<file path="config.mk">
export PLATFORM = sky130hd
export DESIGN_NAME = uart_txbuf
export DESIGN_NICKNAME = d
export VERILOG_FILES = /design/src/rtl/uart_txbuf_pkg.sv /design/src/rtl/txbuf_regs.sv /design/src/rtl/txbuf_flags.sv /design/src/rtl/txbuf_irq.sv /design/src/rtl/uart_txbuf.sv
export SDC_FILE = /design/constraint.sdc
export NUM_CORES = 1
export LEC_CHECK = 0
export ABC_CLOCK_PERIOD_IN_PS = 1700
export BUFFER_PORTS_ARGS = -buffer_cell sky130_fd_sc_hd__buf_2
export CORE_MARGIN = 3
export CORE_UTILIZATION = 45
export CTS_CLUSTER_DIAMETER = 50
export CTS_CLUSTER_SIZE = 10
export DETAILED_ROUTE_END_ITERATION = 7
export PLACE_DENSITY = 0.72
export SYNTH_ARGS = -nofsm -noshare
export SYNTH_HDL_FRONTEND = slang
export SYNTH_SLANG_ARGS = --single-unit
</file>
<file path="constraint.sdc">
create_clock -name clk -period 1.7 [get_ports clk]
set_clock_uncertainty 0.1 [all_clocks]
set_input_delay 0.17 -clock clk [delete_from_list [all_inputs] [get_ports clk]]
set_output_delay 0.17 -clock clk [all_outputs]
set_load 0.005 [all_outputs]
</file>
<file path="src/rtl/uart_txbuf_pkg.sv">
package uart_txbuf_pkg;

   // Register select; the address of the low data register matters because
   // a write to it is the commit point of the flag-clearing sequence.
   typedef enum logic [1:0] {
      SEL_CTRL = 2'd0,
      SEL_STAT = 2'd1,
      SEL_DHI  = 2'd2,
      SEL_DLO  = 2'd3
   } txb_sel_e;

   localparam int CTL_TE   = 0;
   localparam int CTL_TIE  = 1;
   localparam int CTL_TCIE = 2;

   typedef struct packed {
      logic tcie;
      logic tie;
      logic te;
   } txb_ctrl_t;

endpackage

</file>
<file path="src/rtl/txbuf_regs.sv">
module txbuf_regs
   import uart_txbuf_pkg::*;
#(
   parameter int DATA_W    = 8,
   parameter bit HAS_NINTH = 1'b1,
   localparam int FRAME_W  = DATA_W + 1
) (
   input  logic               clk,
   input  logic               rst_n,
   input  logic [1:0]         bus_addr,
   input  logic               bus_wr,
   input  logic               bus_rd,
   input  logic [DATA_W-1:0]  bus_wdata,
   output logic [DATA_W-1:0]  bus_rdata,
   input  logic               rx_valid,
   input  logic [FRAME_W-1:0] rx_frame,
   input  logic               tdre,
   input  logic               tc,
   output txb_ctrl_t          ctrl,
   output logic               te_rise,
   output logic               wr_lo,
   output logic               rd_stat,
   output logic [FRAME_W-1:0] txbuf
);

   localparam int HI_RX_BIT = DATA_W - 1;
   localparam int HI_TX_BIT = DATA_W - 2;

   generate
      if (DATA_W < 8) begin : g_bad_width
         $error("txbuf_regs: DATA_W must be at least 8");
      end
   endgenerate

   txb_sel_e            sel;
   logic                wr_ctrl;
   logic                wr_hi;
   txb_ctrl_t           ctrl_q;
   logic                t8;
   logic                r8;
   logic [FRAME_W-1:0]  rxbuf_q;
   logic [FRAME_W-1:0]  txbuf_q;

   assign sel     = txb_sel_e'(bus_addr);
   assign wr_ctrl = bus_wr && (sel == SEL_CTRL);
   assign wr_hi   = bus_wr && (sel == SEL_DHI);
   assign wr_lo   = bus_wr && (sel == SEL_DLO);
   assign rd_stat = bus_rd && (sel == SEL_STAT);
   assign te_rise = wr_ctrl && bus_wdata[CTL_TE] && !ctrl_q.te;

   always_ff @(posedge clk) begin
      if (!rst_n) begin
         ctrl_q <= '0;
      end else if (wr_ctrl) begin
         ctrl_q.te   <= bus_wdata[CTL_TE];
         ctrl_q.tie  <= bus_wdata[CTL_TIE];
         ctrl_q.tcie <= bus_wdata[CTL_TCIE];
      end
   end

   // Ninth-bit staging exists only in the 9-bit variant.
   generate
      if (HAS_NINTH) begin : g_ninth
         logic t8_q;
         always_ff @(posedge clk) begin
            if (wr_hi) begin
               t8_q <= bus_wdata[HI_TX_BIT];
            end
         end
         assign t8 = t8_q;
         assign r8 = rxbuf_q[DATA_W];
      end else begin : g_eight
         assign t8 = 1'b0;
         assign r8 = 1'b0;
      end
   endgenerate

   // Data buffers carry no reset: their contents are undefined until written.
   always_ff @(posedge clk) begin
      if (rx_valid) begin
         rxbuf_q <= rx_frame;
      end
      if (wr_lo) begin
         txbuf_q <= {t8, bus_wdata};
      end
   end

   always_comb begin
      bus_rdata = '0;
      unique case (sel)
         SEL_CTRL: begin
            bus_rdata[CTL_TE]   = ctrl_q.te;
            bus_rdata[CTL_TIE]  = ctrl_q.tie;
            bus_rdata[CTL_TCIE] = ctrl_q.tcie;
         end
         SEL_STAT: begin
            bus_rdata[HI_RX_BIT] = tdre;
            bus_rdata[HI_TX_BIT] = tc;
         end
         SEL_DHI: begin
            bus_rdata[HI_RX_BIT] = r8;
            bus_rdata[HI_TX_BIT] = t8;
         end
         SEL_DLO: begin
            bus_rdata = rxbuf_q[DATA_W-1:0];
         end
         default: bus_rdata = '0;
      endcase
   end

   assign ctrl  = ctrl_q;
   assign txbuf = txbuf_q;


   rx_capture_chk: assert property (@(posedge clk) disable iff (!rst_n)
      rx_valid |=> (rxbuf_q[DATA_W-1:0] == $past(rx_frame[DATA_W-1:0])));


   te_on_chk: assert property (@(posedge clk) disable iff (!rst_n)
      te_rise |=> ctrl_q.te);

endmodule

</file>
<file path="src/rtl/txbuf_flags.sv">
module txbuf_flags #(
   parameter int DATA_W   = 8,
   localparam int FRAME_W = DATA_W + 1
) (
   input  logic               clk,
   input  logic               rst_n,
   input  logic               te,
   input  logic               te_rise,
   input  logic               rd_stat,
   input  logic               wr_lo,
   input  logic [FRAME_W-1:0] txbuf,
   input  logic               sh_done,
   output logic               tdre,
   output logic               tc,
   output logic               sh_load,
   output logic [FRAME_W-1:0] sh_data
);

   logic               tdre_q;
   logic               tc_q;
   logic               arm_tdre_q;
   logic               arm_tc_q;
   logic               busy_q;
   logic               load_q;
   logic [FRAME_W-1:0] data_q;
   logic               clr_tdre;
   logic               clr_tc;
   logic               launch;

   assign clr_tdre = wr_lo && arm_tdre_q;
   assign clr_tc   = wr_lo && arm_tc_q;
   assign launch   = te && !tdre_q && !busy_q;

   // Arming: a status read remembers which flags it saw set; the next
   // low-data write consumes the arming whether or not it clears anything.
   always_ff @(posedge clk) begin
      if (!rst_n) begin
         arm_tdre_q <= 1'b0;
         arm_tc_q   <= 1'b0;
      end else if (wr_lo) begin
         arm_tdre_q <= 1'b0;
         arm_tc_q   <= 1'b0;
      end else if (rd_stat) begin
         arm_tdre_q <= arm_tdre_q | tdre_q;
         arm_tc_q   <= arm_tc_q | tc_q;
      end
   end

   always_ff @(posedge clk) begin
      if (!rst_n) begin
         tdre_q <= 1'b0;
      end else if (te_rise || launch) begin
         tdre_q <= 1'b1;
      end else if (clr_tdre) begin
         tdre_q <= 1'b0;
      end
   end

   always_ff @(posedge clk) begin
      if (!rst_n) begin
         tc_q <= 1'b0;
      end else if (te_rise) begin
         tc_q <= 1'b1;
      end else if (clr_tc) begin
         tc_q <= 1'b0;
      end else if (sh_done && tdre_q && !clr_tdre) begin
         tc_q <= 1'b1;
      end
   end

   always_ff @(posedge clk) begin
      if (!rst_n) begin
         busy_q <= 1'b0;
         load_q <= 1'b0;
      end else begin
         load_q <= launch;
         if (launch) begin
            busy_q <= 1'b1;
         end else if (sh_done) begin
            busy_q <= 1'b0;
         end
      end
   end

   always_ff @(posedge clk) begin
      if (launch) begin
         data_q <= txbuf;
      end
   end

   assign tdre    = tdre_q;
   assign tc      = tc_q;
   assign sh_load = load_q;
   assign sh_data = data_q;


   te_sets_flags_chk: assert property (@(posedge clk) disable iff (!rst_n)
      te_rise |=> (tdre_q && tc_q));


   clear_seq_chk: assert property (@(posedge clk) disable iff (!rst_n)
      (wr_lo && arm_tdre_q) |=> (!tdre_q || load_q));


   no_stray_clear_chk: assert property (@(posedge clk) disable iff (!rst_n)
      (wr_lo && !arm_tdre_q && tdre_q) |=> tdre_q);


   refill_by_load_chk: assert property (@(posedge clk) disable iff (!rst_n)
      ($rose(tdre_q) && !$past(te_rise)) |-> load_q);


   single_load_chk: assert property (@(posedge clk) disable iff (!rst_n)
      load_q |=> !load_q);


   tc_on_done_chk: assert property (@(posedge clk) disable iff (!rst_n)
      (sh_done && tdre_q && !wr_lo && !te_rise) |=> tc_q);


   hold_when_off_chk: assert property (@(posedge clk) disable iff (!rst_n)
      !te |=> !load_q);

endmodule

</file>
<file path="src/rtl/txbuf_irq.sv">
module txbuf_irq (
   input  logic tdre,
   input  logic tc,
   input  logic tie,
   input  logic tcie,
   output logic irq
);

   logic req_empty;
   logic req_done;

   assign req_empty = tie && tdre;
   assign req_done  = tcie && tc;
   assign irq       = req_empty || req_done;

endmodule

</file>
<file path="src/rtl/uart_txbuf.sv">
module uart_txbuf
   import uart_txbuf_pkg::*;
#(
   parameter int DATA_W    = 8,
   parameter bit HAS_NINTH = 1'b1
) (
   input  logic              clk,
   input  logic              rst_n,
   input  logic [1:0]        bus_addr,
   input  logic              bus_wr,
   input  logic              bus_rd,
   input  logic [DATA_W-1:0] bus_wdata,
   output logic [DATA_W-1:0] bus_rdata,
   input  logic              rx_valid,
   input  logic [DATA_W:0]   rx_frame,
   output logic              sh_load,
   output logic [DATA_W:0]   sh_data,
   input  logic              sh_done,
   output logic              irq
);

   txb_ctrl_t         ctrl;
   logic              te_rise;
   logic              wr_lo;
   logic              rd_stat;
   logic [DATA_W:0]   txbuf;
   logic              tdre;
   logic              tc;

   txbuf_regs #(
      .DATA_W    (DATA_W),
      .HAS_NINTH (HAS_NINTH)
   ) u_regs (
      .clk       (clk),
      .rst_n     (rst_n),
      .bus_addr  (bus_addr),
      .bus_wr    (bus_wr),
      .bus_rd    (bus_rd),
      .bus_wdata (bus_wdata),
      .bus_rdata (bus_rdata),
      .rx_valid  (rx_valid),
      .rx_frame  (rx_frame),
      .tdre      (tdre),
      .tc        (tc),
      .ctrl      (ctrl),
      .te_rise   (te_rise),
      .wr_lo     (wr_lo),
      .rd_stat   (rd_stat),
      .txbuf     (txbuf)
   );

   txbuf_flags #(
      .DATA_W (DATA_W)
   ) u_flags (
      .clk     (clk),
      .rst_n   (rst_n),
      .te      (ctrl.te),
      .te_rise (te_rise),
      .rd_stat (rd_stat),
      .wr_lo   (wr_lo),
      .txbuf   (txbuf),
      .sh_done (sh_done),
      .tdre    (tdre),
      .tc      (tc),
      .sh_load (sh_load),
      .sh_data (sh_data)
   );

   txbuf_irq u_irq (
      .tdre (tdre),
      .tc   (tc),
      .tie  (ctrl.tie),
      .tcie (ctrl.tcie),
      .irq  (irq)
   );


   irq_masked_chk: assert property (@(posedge clk) disable iff (!rst_n)
      (!ctrl.tie && !ctrl.tcie) |-> !irq);


   irq_empty_chk: assert property (@(posedge clk) disable iff (!rst_n)
      (ctrl.tie && tdre) |-> irq);


   reset_quiet_chk: assert property (@(posedge clk)
      !rst_n |=> (!irq && !sh_load));

endmodule

</file>
; ---- Yosys cells after proc, flatten, opt, wreduce, memory -nomap -nowiden
; Cells that the tools add are included.
; W data, S select, Z words.
[word_totals]
regBits = 37
input_bits = 25
out_inout_bits = 19
word_cells = 54
[op_classes]
eq_ne = 3
muxes = 10
bitwise_logic = 3
n_reduce_logical = 25
[op_table]
columns = op, n
row1 = $logic_and A1 B1 Y1, 14
row2 = $mux W1, 7
row3 = $pmux W2 S3, 1
row4 = $pmux W3 S2, 1
row5 = $eq A2 B2 Y1 const B, 2
row6 = $logic_not A1 Y1, 4
row7 = $reduce_bool A2 Y1, 2
row8 = $mux W3, 1
row9 = $reduce_bool A3 Y1, 1
row10 = $eq A2 B1 Y1 const B, 1
row11 = $logic_not A2 Y1, 1
row12 = $logic_or A1 B1 Y1, 2
row13 = $or A1 B1 Y1, 2
row14 = $reduce_or A2 Y1, 1
row15 = $not A1 Y1, 1

; ---- Depth between registers and ports, before layout
[depth]
word_depth = 8
ltp_mapped = 6
mapped_depth_nobuf = 5

; ---- Modules after synthesis
; From an unflattened synthesis, not the netlist that was laid out.
[hier_totals]
cells_unflattened = 87
area_unflattened_um2 = 1373.8
[by_module_without_submodules]
columns = module, n_inst, cells_per_inst, area_per_inst_um2, seq_area_each_um2
row1 = txbuf_regs, 1, 55, 874.6, 630.6
row2 = txbuf_flags, 1, 31, 490.5, 390.4
row3 = txbuf_irq, 1, 1, 8.8, 0.0

; ---- Worst setup path before layout
; No wires, ideal clock.
[synth_timing]
kind = register to register
start = register u_flags.tdre_q, in the netlist u_flags.tdre
end = register u_flags.data_q[0], in the netlist u_flags.sh_data[0] (enable)
setup_ns = 0.377
arrival_time_ns = 0.881
required_ns = 1.223
slack_ns = 0.342
stages_incl_launch_ff = 2
n_path_buf = 0
period_less_slack_ns = 1.358
path_cell_list = dfxtp_1 > nor3b_2
[synth_via]
elab_chain_len = 3
[synth_rtl]
columns = item, line_no
row1 = from (decl), txbuf_flags.sv:19  ; logic tdre_q;
row2 = from (signal assigned), txbuf_flags.sv:51  ; tdre_q <= 1'b0;
row3 = from (signal assigned), txbuf_flags.sv:53  ; tdre_q <= 1'b1;
row4 = from (signal assigned), txbuf_flags.sv:55  ; tdre_q <= 1'b0;
row5 = $logic_not A1 Y1, txbuf_flags.sv:32  ; assign launch = te && !tdre_q && !busy_q;
row6 = $logic_and A1 B1 Y1 (2 in series), txbuf_flags.sv:32
row7 = named net u_flags.launch, txbuf_flags.sv:28  ; logic launch;
row8 = to (signal assigned), txbuf_flags.sv:87  ; data_q <= txbuf;
row9 = to (decl), txbuf_flags.sv:25  ; logic [FRAME_W-1:0] data_q;
; The timed path passes the listed nets, and every way through them passes these cells.
; A chain may end at the register's enable or synchronous reset.

; ---- Worst setup path after layout
[layout_timing]
start = register u_regs.rxbuf_q[6]
end = output bus_rdata[6]
[layout_via]
elab_chain_len = 1
[layout_rtl]
columns = item, line_no
row1 = from (decl), txbuf_regs.sv:41  ; logic [FRAME_W-1:0] rxbuf_q;
row2 = from (signal assigned), txbuf_regs.sv:81  ; rxbuf_q <= rx_frame;
row3 = $pmux W2 S3, txbuf_regs.sv:90  ; unique case (sel)
row4 = to (decl), uart_txbuf.sv:13  ; output logic [DATA_W-1:0] bus_rdata,
; Every way passes these cells.

==> results_dict.tcl <==
set metrics [dict create \
    routed_via_density 5.00 \
    power_switching_uw 351 \
    path_clk_slew_ns 0.11 \
    final_nets 185 \
    core_um2 2850 \
    grt_max_degree 12 \
    pwr-share-clk_pct 33.0 \
    cp-start-kind "flip-flop" \
    place_area_um2 1630 \
    drv_cap 0 \
    synth_top_area_share_pct 60.4 \
    initial_core_util_pct 48.8 \
    overflow 0 \
    cp-end-kind "output port" \
    num_vias 940 \
    avgSynthCellArea_um2 15.5 \
    hold_viol_final 0 \
    path_buf_inv 1 \
    drt-initial-drc-count 28 \
    critPathKind "flip-flop to output port" \
    syn-cell-area_um2 1390 \
    fmax_mhz 644 \
    yosysWarningCount 0 \
    rsz0062_at_grt "no" \
    drive_gt1_share_pct 35.7 \
    firstDrtPassIters 4 \
    synth.top_cells.by_area "edfxtp_1 60%, dfxtp_1 13%, ha_1 3.6%, and2_1 1.8%, nand3_1 1.8%" \
    cts-root-buf "clkbuf_4" \
    route.final.wire_length_mm 2.67 \
    timing.final.crit_share_pct 91.3 \
    cts_htree_levels 2 \
    grt_pass1_wl_mm 4.27 \
    setup_tns_ns 0 \
    post-route-min-period_ns 1.55 \
    slew_headroom_pct 78.0 \
    grt_use_total_pct 16.2 \
    p_int_mw 1.40 \
    synth-seq-area-share_pct 73.3 \
    hp-class "input port to flip-flop" \
    wl_per_cell_um 14.2 \
    cp.required_ns 1.43 \
    pwr-share-comb_pct 8.2 \
    worst_skew_pair.late_latency_ns 0.33 \
    ios 44 \
    reg2regPathDepth 2 \
    num_antenna_cells 0 \
    slowest_stage "edfxtp_1" \
    io_buffers 43 \
    synth_top_area_cell "edfxtp_1" \
    crit_fanout 1 \
    drv_slew 0 \
    cts_tree "yes" \
    path_cells "a222oi_1 > nor2_1 > buf_2" \
    gp_congestion 0.778 \
    dieArea_um2 3800 \
    syn_nets 119 \
    cts_resized 0 \
    critPathArrivalTime_ns 1.28 \
    power_leakage_nw 0.773 \
    synth_seq_cells 37 \
    irDropWorstVdd_mv 0.592 \
    p_seq_share_pct 58.8 \
    powerDensity_nw_per_um2 933 \
    drc 0 \
    status "finished, final reports clean" \
    cp_top_family "flip-flops" \
    hold-path-cell-count 3 \
    dp_hpwl_mm 1.79 \
    setup_viol 0 \
    grt_pass1_vias 944 \
    cp.depth 3 \
    netSwitchingFraction_pct 20.0 \
    worstMarginPinSlew_ns 0.330 \
    cts_made_buffers 5 \
    ys_types 25 \
    r2r_setup_slack_ns 0.47 \
    p_total_mw 1.75 \
    crit_path_max_incr_delay_ns 0.40 \
    fin_area_um2 1880 \
    dieWidth_um 61.6 \
    antenna_found_initial 0 \
    holdWs_ns 0.00838 \
    ant_nets 0 \
    clock_sinks 37 \
    clk_path_buf_depth 2 \
    area_growth_pct 34.8 \
    synth_cells 90 \
    fp-row-count 19 \
    die_height_um 61.6 \
]
==> logic make-up (layout without fill, tap and decap cells) <==
logic type / Yosys count / count (layout) / share of synthesized area, %
flip-flops: 37 / 37 / 73.3
AND/OR/NAND/NOR: 27 / 27 / 11.6
buffers and inverters: 5 / 72 / 2.43
adder cells (fa/ha/maj): 4 / 4 / 3.59
AO/OA/AOI/OAI: 17 / 17 / 9.08
==> through the flow <==
stage / utilization (%) / std cells / setup slack [ns]
floorplan: - / 90 / 0.342
global placement: 57.2 / 163 / 0.320
detailed placement: 57.2 / 163 / 0.279
CTS: 65.8 / 188 / 0.126
global route: 65.8 / 188 / 0.0573
finish: 65.8 / 188 / 0.148
==> synthesized netlist by cell type <==
| cell | n |
|---|---|
| a211oi_1 | 1 |
| a21boi_0 | 3 |
| a21o_1 | 1 |
| a21oi_1 | 3 |
| a222oi_1 | 2 |
| a22o_1 | 1 |
| a22oi_1 | 3 |
| a31oi_1 | 1 |
| and2_1 | 4 |
| and2_2 | 2 |
| and4b_4 | 1 |
| buf_6 | 2 |
| dfxtp_1 | 9 |
| edfxtp_1 | 28 |
| ha_1 | 4 |
| inv_1 | 3 |
| nand2_1 | 4 |
| nand2b_1 | 1 |
| nand2b_4 | 1 |
| nand3_1 | 5 |
| nor2_1 | 6 |
| nor2b_1 | 2 |
| nor3b_2 | 1 |
| o21a_1 | 1 |
| o21ai_2 | 1 |
==> flip-flops by register name, summed over array words and instances (netlist names) <==
signal               count
u_flags.sh_data          9
u_regs.rxbuf_q           9
u_regs.txbuf             9
u_regs.ctrl              3
u_flags.arm_tc_q         1
u_flags.arm_tdre_q       1
u_flags.busy_q           1
u_flags.sh_load          1
u_flags.tc               1
u_flags.tdre             1
u_regs.g_ninth.t8_q      1
==> cell type report <==
class,count,area [µm²]
Clock buffer,6,41.3
Clock inverter,2,33.8
Fill cell,202,976
Inverter,3,11.3
Multi-Input combinational cell,48,338
Sequential cell,37,1020
Tap cell,31,38.8
Timing Repair Buffer,61,393
==> power by group through the flow <==
| stage | sequential [mW] | clock, mW | combinational (mW) |
|---|---|---|---|
| floorplan | 1.04 | 0 | 0.0545 |
| global placement | 1.05 | 0 | 0.109 |
| detailed placement | 1.05 | 0 | 0.114 |
| CTS | 1.03 | 0.591 | 0.144 |
| global route | 1.03 | 0.643 | 0.159 |
| finish | 1.03 | 0.578 | 0.144 |
==> worst min-delay path, cell delays in order <==
cell     delay, ns
buf_2         0.10
nand3_1       0.07
a21oi_1       0.06
==> worst paths after layout <==
check	end	from
max	bus_rdata[6]	u_regs.rxbuf_q[6]$_DFFE_PP_
min	u_flags.arm_tc_q$_SDFFE_PP0P_	bus_rd
max reg2reg	u_flags.sh_data[2]$_DFFE_PP_	u_regs.ctrl[0]$_SDFFE_PN0P_
min reg2reg	u_flags.sh_data[4]$_DFFE_PP_	u_regs.txbuf[4]$_DFFE_PP_
==> cells in the final DEF, fill, tap and decap left out, drive strengths merged <==
cell type / count
a31oi: 1
a222oi: 2
clkbuf: 6
a22o: 1
nand3: 5
buf: 44
a21oi: 3
bufinv: 1
clkinv: 1
inv: 3
nor3b: 1
nor2: 6
a21o: 1
nand2b: 2
o21ai: 1
o21a: 1
dfxtp: 9
nand2: 4
ha: 4
and2: 6
a211oi: 1
a21boi: 3
and4b: 1
nor2b: 2
a22oi: 3
edfxtp: 28
dlygate4sd3: 17
==> repair_timing <==
action / 4_1_cts / 5_1_grt
hold buffers: 17 / 0
setup buffers: 0 / 0
hold endpoints to repair: 18 / 0
==> metal layers <==
metal  vias to the layer above  wire (µm)  share of wire (%)  track usage, %
li1                        467          -                  -               -
met1                       426       1100                 41            18.0
met2                        39       1370                 51            28.1
met3                         8        144                5.4            4.82
met4                         0         57                2.1            8.18
met5                         -          0                  0               0
Note: power is estimated with default switching activity, not from simulation.
